[config.mk]
export PLATFORM = sky130hd
export DESIGN_NAME = pkt_hunt_rx
export DESIGN_NICKNAME = d
export VERILOG_FILES = /design/src/rtl/pkt_rx_pkg.sv /design/src/rtl/pkt_rx_crc.sv /design/src/rtl/pkt_rx_ctrl.sv /design/src/rtl/pkt_hunt_rx.sv
export SDC_FILE = /design/constraint.sdc
export NUM_CORES = 1
export LEC_CHECK = 0
export BUFFER_PORTS_ARGS = -buffer_cell sky130_fd_sc_hd__buf_2
export CORE_MARGIN = 1
export CORE_UTILIZATION = 54
export DETAILED_ROUTE_END_ITERATION = 8
export GPL_ROUTABILITY_DRIVEN = 1
export PLACE_DENSITY = 0.75
export SLEW_MARGIN = 40
export SYNTH_ARGS = -nofsm -noshare
export SYNTH_HDL_FRONTEND = slang
export SYNTH_SLANG_ARGS = --single-unit
[constraint.sdc]
create_clock -name clk -period 2.2 [get_ports clk]
set_input_delay 0.11 -clock clk [delete_from_list [all_inputs] [get_ports clk]]
set_output_delay 0.11 -clock clk [all_outputs]
set_load 0.05 [all_outputs]
[src/rtl/pkt_rx_pkg.sv]
package pkt_rx_pkg;

   localparam int BYTE_W  = 8;
   localparam int FIELD_W = 16;

   typedef enum logic [3:0] {
      ST_HUNT,
      ST_LEN_H,
      ST_LEN_L,
      ST_TYP_H,
      ST_TYP_L,
      ST_HCRC_H,
      ST_HCRC_L,
      ST_PAY,
      ST_PCRC_H,
      ST_PCRC_L
   } rx_state_e;

endpackage

[src/rtl/pkt_rx_crc.sv]
module pkt_rx_crc #(
   parameter int             CW   = 16,
   parameter int             DW   = 8,
   parameter logic [CW-1:0]  POLY = 16'h1021,
   parameter logic [CW-1:0]  INIT = 16'hFFFF
) (
   input  logic          clk,
   input  logic          rst_n,
   input  logic          clr,
   input  logic          upd,
   input  logic [DW-1:0] din,
   output logic [CW-1:0] crc
);

   localparam int PAD = CW - DW;

   initial begin
      assert (CW > DW) else $fatal(1, "crc width must exceed data width");
   end

   logic [CW-1:0] stage [0:DW];

   assign stage[0] = crc ^ {din, {PAD{1'b0}}};

   // one shift-and-xor per input bit, MSB first
   for (genvar k = 0; k < DW; k++) begin : g_bit
      assign stage[k+1] = stage[k][CW-1] ? ({stage[k][CW-2:0], 1'b0} ^ POLY)
                                         :  {stage[k][CW-2:0], 1'b0};
   end

   always_ff @(posedge clk) begin
      if (!rst_n)   crc <= INIT;
      else if (clr) crc <= INIT;
      else if (upd) crc <= stage[DW];
   end

endmodule

[src/rtl/pkt_rx_ctrl.sv]
module pkt_rx_ctrl
   import pkt_rx_pkg::*;
#(
   parameter logic [BYTE_W-1:0] SOP_BYTE = 8'h55,
   parameter int                MAX_LEN  = 64
) (
   input  logic                clk,
   input  logic                rst_n,
   input  logic [BYTE_W-1:0]   in_byte,
   input  logic                in_valid,
   input  logic [FIELD_W-1:0]  crc,
   output logic                crc_clr,
   output logic                crc_upd,
   output logic [BYTE_W-1:0]   pay_data,
   output logic                pay_valid,
   output logic [FIELD_W-1:0]  pay_type,
   output logic                pay_first,
   output logic                pay_last,
   output logic                end_ok,
   output logic                end_err
);

   localparam int LEN_CAP = (1 << FIELD_W) - 1;

   rx_state_e            state;
   logic [FIELD_W-1:0]   len_q;
   logic [FIELD_W-1:0]   typ_q;
   logic [FIELD_W-1:0]   left_q;
   logic [BYTE_W-1:0]    hi_q;
   logic                 len_ok;
   logic                 crc_match;

   // the length limit disappears when it covers the whole field
   if (MAX_LEN >= LEN_CAP) begin : g_len_any
      assign len_ok = 1'b1;
   end else begin : g_len_cap
      assign len_ok = (len_q <= FIELD_W'(MAX_LEN));
   end

   assign crc_match = ({hi_q, in_byte} == crc);
   assign pay_type  = typ_q;

   always_comb begin
      crc_clr = in_valid && (((state == ST_HUNT) && (in_byte == SOP_BYTE)) ||
                             (state == ST_HCRC_L));
      crc_upd = in_valid && ((state == ST_LEN_H) || (state == ST_LEN_L) ||
                             (state == ST_TYP_H) || (state == ST_TYP_L) ||
                             (state == ST_PAY));
   end

   always_ff @(posedge clk) begin
      if (!rst_n) begin
         state     <= ST_HUNT;
         len_q     <= '0;
         typ_q     <= '0;
         left_q    <= '0;
         hi_q      <= '0;
         pay_data  <= '0;
         pay_valid <= 1'b0;
         pay_first <= 1'b0;
         pay_last  <= 1'b0;
         end_ok    <= 1'b0;
         end_err   <= 1'b0;
      end else begin
         pay_valid <= 1'b0;
         pay_first <= 1'b0;
         pay_last  <= 1'b0;
         end_ok    <= 1'b0;
         end_err   <= 1'b0;
         if (in_valid) begin
            unique case (state)
               ST_HUNT:   if (in_byte == SOP_BYTE) state <= ST_LEN_H;
               ST_LEN_H:  begin len_q[15:8] <= in_byte; state <= ST_LEN_L;  end
               ST_LEN_L:  begin len_q[7:0]  <= in_byte; state <= ST_TYP_H;  end
               ST_TYP_H:  begin typ_q[15:8] <= in_byte; state <= ST_TYP_L;  end
               ST_TYP_L:  begin typ_q[7:0]  <= in_byte; state <= ST_HCRC_H; end
               ST_HCRC_H: begin hi_q        <= in_byte; state <= ST_HCRC_L; end
               ST_HCRC_L: begin
                  if (crc_match && len_ok) begin
                     left_q <= len_q;
                     state  <= (len_q == '0) ? ST_PCRC_H : ST_PAY;
                  end else begin
                     state  <= ST_HUNT;
                  end
               end
               ST_PAY: begin
                  pay_valid <= 1'b1;
                  pay_data  <= in_byte;
                  pay_first <= (left_q == len_q);
                  pay_last  <= (left_q == FIELD_W'(1));
                  left_q    <= left_q - FIELD_W'(1);
                  if (left_q == FIELD_W'(1)) state <= ST_PCRC_H;
               end
               ST_PCRC_H: begin hi_q <= in_byte; state <= ST_PCRC_L; end
               ST_PCRC_L: begin
                  end_ok  <= crc_match;
                  end_err <= !crc_match;
                  state   <= ST_HUNT;
               end
               default:   state <= ST_HUNT;
            endcase
         end
      end
   end

endmodule

[src/rtl/pkt_hunt_rx.sv]
module pkt_hunt_rx
   import pkt_rx_pkg::*;
#(
   parameter logic [7:0]  SOP_BYTE = 8'h55,
   parameter int          MAX_LEN  = 64,
   parameter logic [15:0] CRC_POLY = 16'h1021,
   parameter logic [15:0] CRC_INIT = 16'hFFFF
) (
   input  logic        clk,
   input  logic        rst_n,
   input  logic [7:0]  in_byte,
   input  logic        in_valid,
   output logic [7:0]  pay_data,
   output logic        pay_valid,
   output logic [15:0] pay_type,
   output logic        pay_first,
   output logic        pay_last,
   output logic        end_ok,
   output logic        end_err
);

   initial begin
      assert (MAX_LEN >= 0 && MAX_LEN <= (1 << FIELD_W) - 1)
         else $fatal(1, "MAX_LEN outside the length field");
   end

   logic [FIELD_W-1:0] crc;
   logic               crc_clr;
   logic               crc_upd;

   pkt_rx_crc #(
      .CW   (FIELD_W),
      .DW   (BYTE_W),
      .POLY (CRC_POLY),
      .INIT (CRC_INIT)
   ) u_crc (
      .clk   (clk),
      .rst_n (rst_n),
      .clr   (crc_clr),
      .upd   (crc_upd),
      .din   (in_byte),
      .crc   (crc)
   );

   pkt_rx_ctrl #(
      .SOP_BYTE (SOP_BYTE),
      .MAX_LEN  (MAX_LEN)
   ) u_ctrl (
      .clk       (clk),
      .rst_n     (rst_n),
      .in_byte   (in_byte),
      .in_valid  (in_valid),
      .crc       (crc),
      .crc_clr   (crc_clr),
      .crc_upd   (crc_upd),
      .pay_data  (pay_data),
      .pay_valid (pay_valid),
      .pay_type  (pay_type),
      .pay_first (pay_first),
      .pay_last  (pay_last),
      .end_ok    (end_ok),
      .end_err   (end_err)
   );

endmodule

## Word level (Yosys, flattened, before mapping)

Cells that the tools add are included.

| storage, ports and cells | value |
|---|---|
| word-level logic and storage cells | 84 |
| output and inout port bits | 29 |
| bits of input ports | 11 |
| flip-flop bits (word level) | 89 |

| cells by class | value |
|---|---|
| add/subtract/negate cells | 1 |
| equal/unequal tests | 16 |
| mux-type cells | 16 |
| $lt $le $gt $ge | 1 |
| reduce and logical (&&, ||, !) cells | 26 |
| bitwise operators | 10 |

Operators by type and width:

| cell | number |
|---|---|
| 13-bit 2-to-1 mux | 8 |
| 4-bit one-hot mux with 9 select lines | 1 |
| 16-bit equality test | 2 |
| 16-bit one-hot mux with 2 select lines | 1 |
| 3-bit NOT | 8 |
| 16-bit by 1-bit equality test with 1-bit output (second input constant) | 1 |
| 4-bit by 3-bit equality test with 1-bit output (second input constant) | 4 |
| 16-bit by 7-bit less-or-equal comparator with 1-bit output (second input constant) | 1 |
| 16-bit zero test | 1 |
| 16-bit 2-to-1 mux | 1 |
| 4-bit 2-to-1 mux | 4 |
| 16-bit by 1-bit subtractor with 16-bit output (second input constant) | 1 |
| 16-bit XOR | 1 |
| 2-bit AND reduction | 7 |
| 3-bit AND reduction | 4 |
| 4-bit by 2-bit equality test with 1-bit output (second input constant) | 2 |
| 4-bit equality test (second input constant) | 2 |
| 8-bit by 7-bit equality test with 1-bit output (second input constant) | 1 |
| 2-bit != test (second input constant) | 3 |
| 1-bit logical OR | 5 |
| 4-bit by 1-bit equality test with 1-bit output (second input constant) | 1 |
| 1-bit logical AND | 4 |
| 4-bit zero test | 1 |
| 2-bit OR reduction | 2 |
| other kinds (4) | 4 |

## Logic depth before layout (Yosys ltp)

Gate-level depths: netlist of run 1.

| depth | value |
|---|---|
| depth in word-level cells | 17 |
| gate-level depth with buffers | 8 |
| depth with buffers taken out | 7 |

## Cells and area by module

Synthesis of run 1 repeated with hierarchy kept, for this count alone.

| unflattened totals | value |
|---|---|
| cell total of the unflattened synthesis | 539 |
| area total of the unflattened synthesis | 4,784.6 um^2 |

Modules (own cells, without submodules):

| module | area an instance (um^2) | sequential area each (um^2) | times used | cells an instance |
|---|---|---|---|---|
| pkt_rx_ctrl | 3,794.9 | 1,461.4 | 1 | 451 |
| pkt_rx_crc | 989.7 | 320.3 | 1 | 88 |

## Worst setup path after synthesis of run 1

Ideal clock, no wire load.

| path | value |
|---|---|
| path type | flip-flop to flip-flop |
| from | register u_ctrl.left_q[7] |
| to | register u_ctrl.left_q[11] |
| data arrival time | 1.967 ns |
| path slack | 0.102 ns |
| period minus slack after synthesis | 2.098 ns |
| setup time | 0.130 ns |
| cell stages (with the launch flop) | 8 |
| required time | 2.070 ns |
| buffers on the path | 2 |
| cells stage by stage | dfxtp_1 buf_4 or4_4 or3_1 buf_2 a211o_1 a211oi_2 o22ai_1 |

| between the ends | value |
|---|---|
| word-level cells in the longest chain between the ends | 2 |

Ends and longest elaborated chain:

| item | RTL line | RTL |
|---|---|---|
| start: declaration | pkt_rx_ctrl.sv:28 | `logic [FIELD_W-1:0] left_q;` |
| start signal: assignment | pkt_rx_ctrl.sv:80 | `left_q <= len_q;` |
| start signal: assignment | pkt_rx_ctrl.sv:91 | `left_q <= left_q - FIELD_W'(1);` |
| 16-bit by 1-bit subtractor with 16-bit output | pkt_rx_ctrl.sv:91 |  |
| 16-bit one-hot mux with 2 select lines | pkt_rx_ctrl.sv:71 | `unique case (state)` |

Every way passes these cells.
A chain may end at the register's enable or synchronous reset.

## Worst setup path after layout of run 1

| path | value |
|---|---|
| from | register u_ctrl.left_q[0] |
| to | register u_ctrl.state[2] |

| between the ends | value |
|---|---|
| word-level cells in the longest chain between the ends | 3 |

Ends and longest elaborated chain:

| item | RTL line | RTL |
|---|---|---|
| 16-bit by 1-bit equality test with 1-bit output | pkt_rx_ctrl.sv:92 | `if (left_q == FIELD_W'(1)) state <= ST_PCRC_H;` |
| 2-bit != test (no source line) | - |  |
| 3-bit AND reduction (no source line) | - |  |
| end signal: assignment | pkt_rx_ctrl.sv:81 | `state <= (len_q == '0) ? ST_PCRC_H : ST_PAY;` |
| end: declaration | pkt_rx_ctrl.sv:25 | `rx_state_e state;` |

Every way passes these cells.

==> results of run 1 <==
[synthesized netlist by cell type, types with 3 or more instances]
cell	instances
a21oi_1	8
a31oi_1	4
nand2_1	90
o41ai_1	6
nand3_1	15
a21boi_0	17
nand2b_1	4
nor4bb_1	3
o21ai_0	19
o21ai_1	5
buf_2	9
o211ai_1	13
nor3_1	8
xor2_1	38
clkbuf_1	35
dfxtp_1	89
nor2_1	8
nand4_1	3
or3_1	6
a211oi_1	11
xnor2_1	19
mux2i_1	39
nor4_1	16
o22ai_1	12
inv_1	5
nor2b_1	33
o31ai_1	3
[metal layers]
metal,GRT usage [%],wire length [um]
met5,0,0
met4,11.4,330
met3,6.54,672
met2,45.7,5800
met1,35.8,5130
[cells by family after synthesis]
| group | after synthesis | share of synthesized area (%) |
|---|---|---|
| and+or+nand+nor | 203 | 22.4 |
| AOI/OAI and AO/OA | 107 | 15.4 |
| DFF | 89 | 38.0 |
| xor gates and xnor gates | 57 | 10.6 |
| buffers and inverters | 52 | 4.48 |
| muxes | 40 | 8.56 |
| adders and majority gates | 2 | 0.533 |
[worst min path at each step]
| stage | slack (ps) | to |
|---|---|---|
| after floorplan | 390 | u_crc.crc[12] |
| after global placement | 450 | u_ctrl.pay_data[7] |
| after detailed placement | 460 | u_ctrl.pay_data[5] |
| after CTS | 70 | u_ctrl.end_ok |
| after global routing | 120 | u_ctrl.end_err |
| final | 90 | u_ctrl.end_ok |
[worst min-delay path, cell delays in order]
cell and delay (ps):
buf_2 160, nand2_1 100, nor4_1 50
[timing repair]
item,in CTS,in global routing
gates resized for setup,1,5
endpoints found under the setup margin,2,4
gates cloned,0,0
pin swaps,0,1
[area by class of cell]
cell class / instances / area (um2) / share of cell area [%]
clock buffers: 10 / 138 / 2.58
well taps: 105 / 131 / 2.46
repair buffers: 75 / 478 / 8.95
multi-input cells: 409 / 2740 / 51.3
inverters: 5 / 18.8 / 0.351
flip-flops and latches: 89 / 1780 / 33.4
clock inverters: 6 / 50.0 / 0.937
[power by group through the flow]
stage / sequential [uW] / combinational, uW / clock (uW)
floorplan: 1650 / 110 / 0
global placement: 1650 / 162 / 0
detailed placement: 1650 / 164 / 0
CTS: 1610 / 165 / 1110
global route: 1610 / 178 / 1180
finish: 1610 / 166 / 1080
[registers in the layout, summed over array words and instances, names as in the netlist, 4 cells and up]
| register | count |
|---|---|
| u_ctrl.pay_type | 16 |
| u_ctrl.hi_q | 8 |
| u_ctrl.left_q | 16 |
| u_ctrl.state | 4 |
| u_ctrl.pay_data | 8 |
| u_ctrl.len_q | 16 |
| u_crc.crc | 16 |
[stage by stage]
| step | cell area (um2) | utilization [%] |
|---|---|---|
| after floorplan | 4690 | - |
| after detailed placement | 5130 | 61.8 |
| after CTS | 5320 | 64.1 |
| final | 5340 | 64.3 |
| after global routing | 5340 | 64.3 |
| after global placement | 5120 | 61.7 |
==> reports/results.md, run 1 <==
- 3 — CTS H-tree depth
- 95.2 um — die width
- no — RSZ-0062 raised after global routing
- 0.00830 mm2 — Core Footprint
- nand2_1 (90), dfxtp_1 (88), mux2i_1 (39), buf_2 (39), xor2_1 (38) — commonest cells after routing, fill and taps aside
- ha_1 -> or4b_4 -> nor4_4 -> o21ai_2 -> or3b_4 -> o21ai_1 — cell-by-cell listing of the critical path
- nand2_1 — most common library cell in the layout ignoring fill and taps
- 728 uW — sw power
- 6 — length in cells of the worst reg-to-reg path
- 0 — total of warnings raised by yosys
- 470 ps — crit-path max cell delay
- 90 ps — slack of the worst reg-to-reg path
- 2130 uW — cell-internal power
- 683 — number of placed instances, taps included
- 41 — maximum number of pins on one net before global-route repair
- u_ctrl.left_q[0] — worst setup path startpoint
- 0 — final hold violation count
- 4,134 — total number of vias
- 95.2 um — Vert. Die Dim
- 0 — GRT Residual Overflow
- 56.5% — starting density of the core
- 474 MHz — Fmax achieved
- 0.906 — placer congestion estimate
- 19.3 mm — wire length of the first global-routing pass
- 0 — antenna violations before repair
- 3 — Worst Hold Depth
- 370 ps — latest clock arrival within the worst-skew pair
- 88.1 ps — least setup slack across all paths after layout
- clkbuf_8 — Root Driver
- 563 — Synth Net Count
- 0 — count of maximum capacitance violations
- 6 — number of cells on the critical path
- 0.00469 mm2 — synthesized area
- 0 ps — Setup TNS Final
- 0 — count of antenna diodes in the layout
- 712 — Fillers
- 89 — number of sinks on the clock net
- 0 — Post-CTS Setup Repair Bufs
- flop — category of the worst setup path launch point
- 53 — synth unique cells
- 37.8% — relative contribution of the clock network to total power
- 550 — Gate Count Post-Synth
- u_ctrl.left_q[0] — reg2reg start
- 0% — asr flop ratio synth
- 6 — first-pass iteration count of the detailed router
- 2490 ps — data required time of the worst path
- in_valid — worst hold start
- 0 — number of flops mapped to enable cells by yosys
- dfxtp_1 — predominant post-synthesis flop cell
- finished clean — result of the run
- 33 — Cell Rows
- 535 mW/mm2 — cell area power density
- reg -> reg — CP Class
- 2 — maximum clock insertion buffer count
- 89 — Seq cells post-synth
- simple AND/OR/NAND/NOR gates — largest delay contributor family on the critical path
- 57.0% — worst max-slew margin expressed relative to the limit
- 0.371 mV — largest vdd supply drop
- 0 — number of max-slew violations in the final report
- 94.1 ps — Min Hold Slack
- 0 — Crit path buffers/inverters
- 3,831 — number of global-route vias before repair
- 39 — Port Buf Inserts
- 5.91 — ratio of routed vias to standard cells
- 643 ps — Tightest Pin Transition
- 602 — # nets final
- 0.00906 mm2 — die area
- 17.1 um — routed wirelength normalized by instance count
- 2400 ps — arrival time worst endpoint
- dfxtp_1 — biggest area consumer among synthesized cells
- u_ctrl.state[2] — last element of the critical path
- 11.9 mm — Routed Wire Length
- 0 — Final setup viols
- 699 — non-filler cells, final
- 9 — Num CTS Buffers
- 2110 ps — Final Critical Period
- 226 — starting DRC count in detailed routing
- 2860 uW — Final Power
- 25.5% — switching power share of the total
- 8.25 mm — post-detail-place hpwl
- built — CTS tree
- 5.8% — power share of the combinational group
- 0 — Antenna Violating Nets Remaining
- 0.00227 uW — leakage
- 13.1 ps — setup skew after layout
- or4b_4 — highest-delay cell along the critical path
- 0 — Post-CTS Hold Fix Bufs
- 0 — remaining design rule violation count
- 17.8% — fraction of final layout cells sized beyond drive strength 1
- 8.53 um2 — average size of a mapped cell
- 90 ps — post-CTS clock slew at the launch and capture registers of the worst setup and hold paths
- in -> reg — classification of the worst-slack hold path
- u_ctrl.state[2] — reg-to-reg critical path endpoint
- 96.0% — fin crit share
- 28.1% — global-route total usage across every layer
- dfxtp_1 (38%), mux2i_1 (8.3%), nand2_1 (7.2%), xor2_1 (7.1%), nor2b_1 (4.4%) — cells taking the most area after synthesis
- 40 — I/O pin total
- 56.4% — proportion of power drawn by flip-flops and latches
- 31.0 ps — worst setup slack after placement
- flop — nature of the critical path endpoint
- 38.0% — sequential element share of the synthesized area
- 13.8% — area added between synthesis and finish
- 38.0% — share of the synthesized area in the top cell type
- 6 — maximum fanout count along the critical path
No activity file was read; power rests on OpenSTA's default activity.
==> run 2: changes to the inputs <==
Settings changed: CORE_ASPECT_RATIO set to 0.75.
==> reports/results.md, run 2 (synthesis results as in run 1) <==
- finished clean — result of the run, unchanged
- 0.504 mV — largest vdd supply drop, was 0.371 mV
- simple AND/OR/NAND/NOR gates — largest delay contributor family on the critical path, unchanged
- 40 — I/O pin total, unchanged
- 86 — maximum number of pins on one net before global-route repair, was 41
- built — CTS tree, unchanged
- or4_4 -> or3_1 -> buf_4 -> nor4_1 -> o21ai_0 -> a31oi_1 — cell-by-cell listing of the critical path, was ha_1 -> or4b_4 -> nor4_4 -> o21ai_2 -> or3b_4 -> o21ai_1
- 55.5% — starting density of the core, was 56.5%
- 0.905 — placer congestion estimate, was 0.906
- 3 — CTS H-tree depth, unchanged
- 633 mW/mm2 — cell area power density, was 535 mW/mm2
- 340 ps — latest clock arrival within the worst-skew pair, was 370 ps
- 29 — Cell Rows, was 33
- 16.9% — area added between synthesis and finish, was 13.8%
- 0 — Post-CTS Hold Fix Bufs, unchanged
- nand2_1 (90), dfxtp_1 (87), mux2i_1 (39), buf_2 (39), xor2_1 (38) — commonest cells after routing, fill and taps aside, was nand2_1 (90), dfxtp_1 (88), mux2i_1 (39), buf_2 (39), xor2_1 (38)
- 6.09 — ratio of routed vias to standard cells, was 5.91
- yes — RSZ-0062 raised after global routing, was no
- 0 — GRT Residual Overflow, unchanged
- 17.8 um — routed wirelength normalized by instance count, was 17.1 um
- 20.3 mm — wire length of the first global-routing pass, was 19.3 mm
- 2 — maximum clock insertion buffer count, unchanged
- 2370 ps — arrival time worst endpoint, was 2400 ps
- 0 — count of maximum capacitance violations, unchanged
- 6 — maximum fanout count along the critical path, unchanged
- 29.8% — global-route total usage across every layer, was 28.1%
- 12.4 mm — Routed Wire Length, was 11.9 mm
- 18.0% — fraction of final layout cells sized beyond drive strength 1, was 17.8%
- 39 — Port Buf Inserts, unchanged
- 0 ps — Setup TNS Final, unchanged
- 0 — remaining design rule violation count, unchanged
- 0 — antenna violations before repair, unchanged
- 580 ps — crit-path max cell delay, was 470 ps
- 729 ps — Tightest Pin Transition, was 643 ps
- nand2_1 — most common library cell in the layout ignoring fill and taps, unchanged
- 0 — Final setup viols, unchanged
- 475 MHz — Fmax achieved, was 474 MHz
- 8.59 mm — post-detail-place hpwl, was 8.25 mm
- 94.5 ps — least setup slack across all paths after layout, was 88.1 ps
- 5 — first-pass iteration count of the detailed router, was 6
- 0.00907 mm2 — die area, was 0.00906 mm2
- 95.7% — fin crit share, was 96.0%
- flop — category of the worst setup path launch point, unchanged
- 0.00233 uW — leakage, was 0.00227 uW
- 0 — count of antenna diodes in the layout, unchanged
- 4,250 — total number of vias, was 4,134
- 89 — number of sinks on the clock net, unchanged
- or4_4 — highest-delay cell along the critical path, was or4b_4
- 1 — Crit path buffers/inverters, was 0
- 3,924 — number of global-route vias before repair, was 3,831
- reg -> reg — CP Class, unchanged
- clkbuf_16 — Root Driver, was clkbuf_8
- 0 — Post-CTS Setup Repair Bufs, unchanged
- 0 — number of max-slew violations in the final report, unchanged
- 0.00845 mm2 — Core Footprint, was 0.00830 mm2
- 9 — Num CTS Buffers, unchanged
- flop — nature of the critical path endpoint, unchanged
- 60 ps — post-CTS clock slew at the launch and capture registers of the worst setup and hold paths, was 90 ps
- 110 um — die width, was 95.2 um
- 688 — Fillers, was 712
- 4.67 ps — setup skew after layout, was 13.1 ps
- in -> reg — classification of the worst-slack hold path, unchanged
- 51.2% — worst max-slew margin expressed relative to the limit, was 57.0%
- 53.5 ps — worst setup slack after placement, was 31.0 ps
- 2470 ps — data required time of the worst path, was 2490 ps
- 599 — # nets final, was 602
- 2110 ps — Final Critical Period, about the same
- 419 — starting DRC count in detailed routing, was 226
- 0 — final hold violation count, unchanged
- 0 — Antenna Violating Nets Remaining, unchanged
- 82.7 um — Vert. Die Dim, was 95.2 um
- 3470 uW — Final Power, was 2860 uW
[run 2: cell count changes in the layout (fill, tap and decap cells not counted), sizes merged]
cell,previous run,this run
buf,75,72
bufinv,0,2
clkbuf,10,13
clkinv,2,0
clkinvlp,2,0
inv,7,5
[run 2: area by class of cell]
cell class / count / area [um2] / area share, %
Tap cell: 108 / 135 / 2.46
Clock inverter: 2 / 60.1 / 1.10
Clock buffer: 13 / 270 / 4.93
Inverter: 5 / 18.8 / 0.342
Multi-Input combinational cell: 409 / 2760 / 50.3
Sequential cell: 89 / 1780 / 32.5
Timing Repair Buffer: 72 / 455 / 8.30
[run 2: per-layer routing]
layer / vias to the layer above / part of all wire [%] / track usage, %
li1: 2007 / - / -
met1: 2042 / 48 / 42.6
met2: 188 / 43 / 44.2
met3: 13 / 7.7 / 7.06
met4: 0 / 1.3 / 9.20
met5: - / 0 / 0
[run 2: report_power, final]
| group | internal, uW | switching, uW | total, uW |
|---|---|---|---|
| Clock | 1080 | 618 | 1700 |
| Sequential | 1610 | 0.664 | 1610 |
| Combinational | 60.1 | 98.2 | 158 |
[run 2: final timing paths]
kind | startpoint | end | slack (ps) | cells after the start
setup / recovery | u_ctrl.left_q[8] | u_ctrl.left_q[13] | 90 | 6
hold / removal | in_byte[3] | u_ctrl.pay_data[3] | 90 | 3
setup reg to reg | u_ctrl.left_q[8] | u_ctrl.left_q[13] | 90 | 6
hold reg to reg | u_ctrl.pay_data[1] | u_ctrl.pay_data[1] | 470 | 2
[run 2: worst register-to-register path, cell delays in order (launching register included)]
cell and delay [ps]:
dfxtp_1 360, or4_4 580, or3_1 430, buf_4 170
nor4_1 170, o21ai_0 120, a31oi_1 200
[run 2: through the flow]
stage / hold slack, ps / utilization (%) / std cells / area [um2]
after global routing: 118 / 64.9 / 698 / 5480
after detailed placement: 454 / 60.5 / 683 / 5110
final: 93.8 / 64.9 / 698 / 5480
after CTS: 92.7 / 64.4 / 698 / 5440
after global placement: 448 / 60.3 / 683 / 5100
after floorplan: 392 / - / 550 / 4690
[run 2: timing repair]
item,CTS,global route
pin swaps,0,1
resized for setup,1,9
endpoints found under the setup margin,1,6
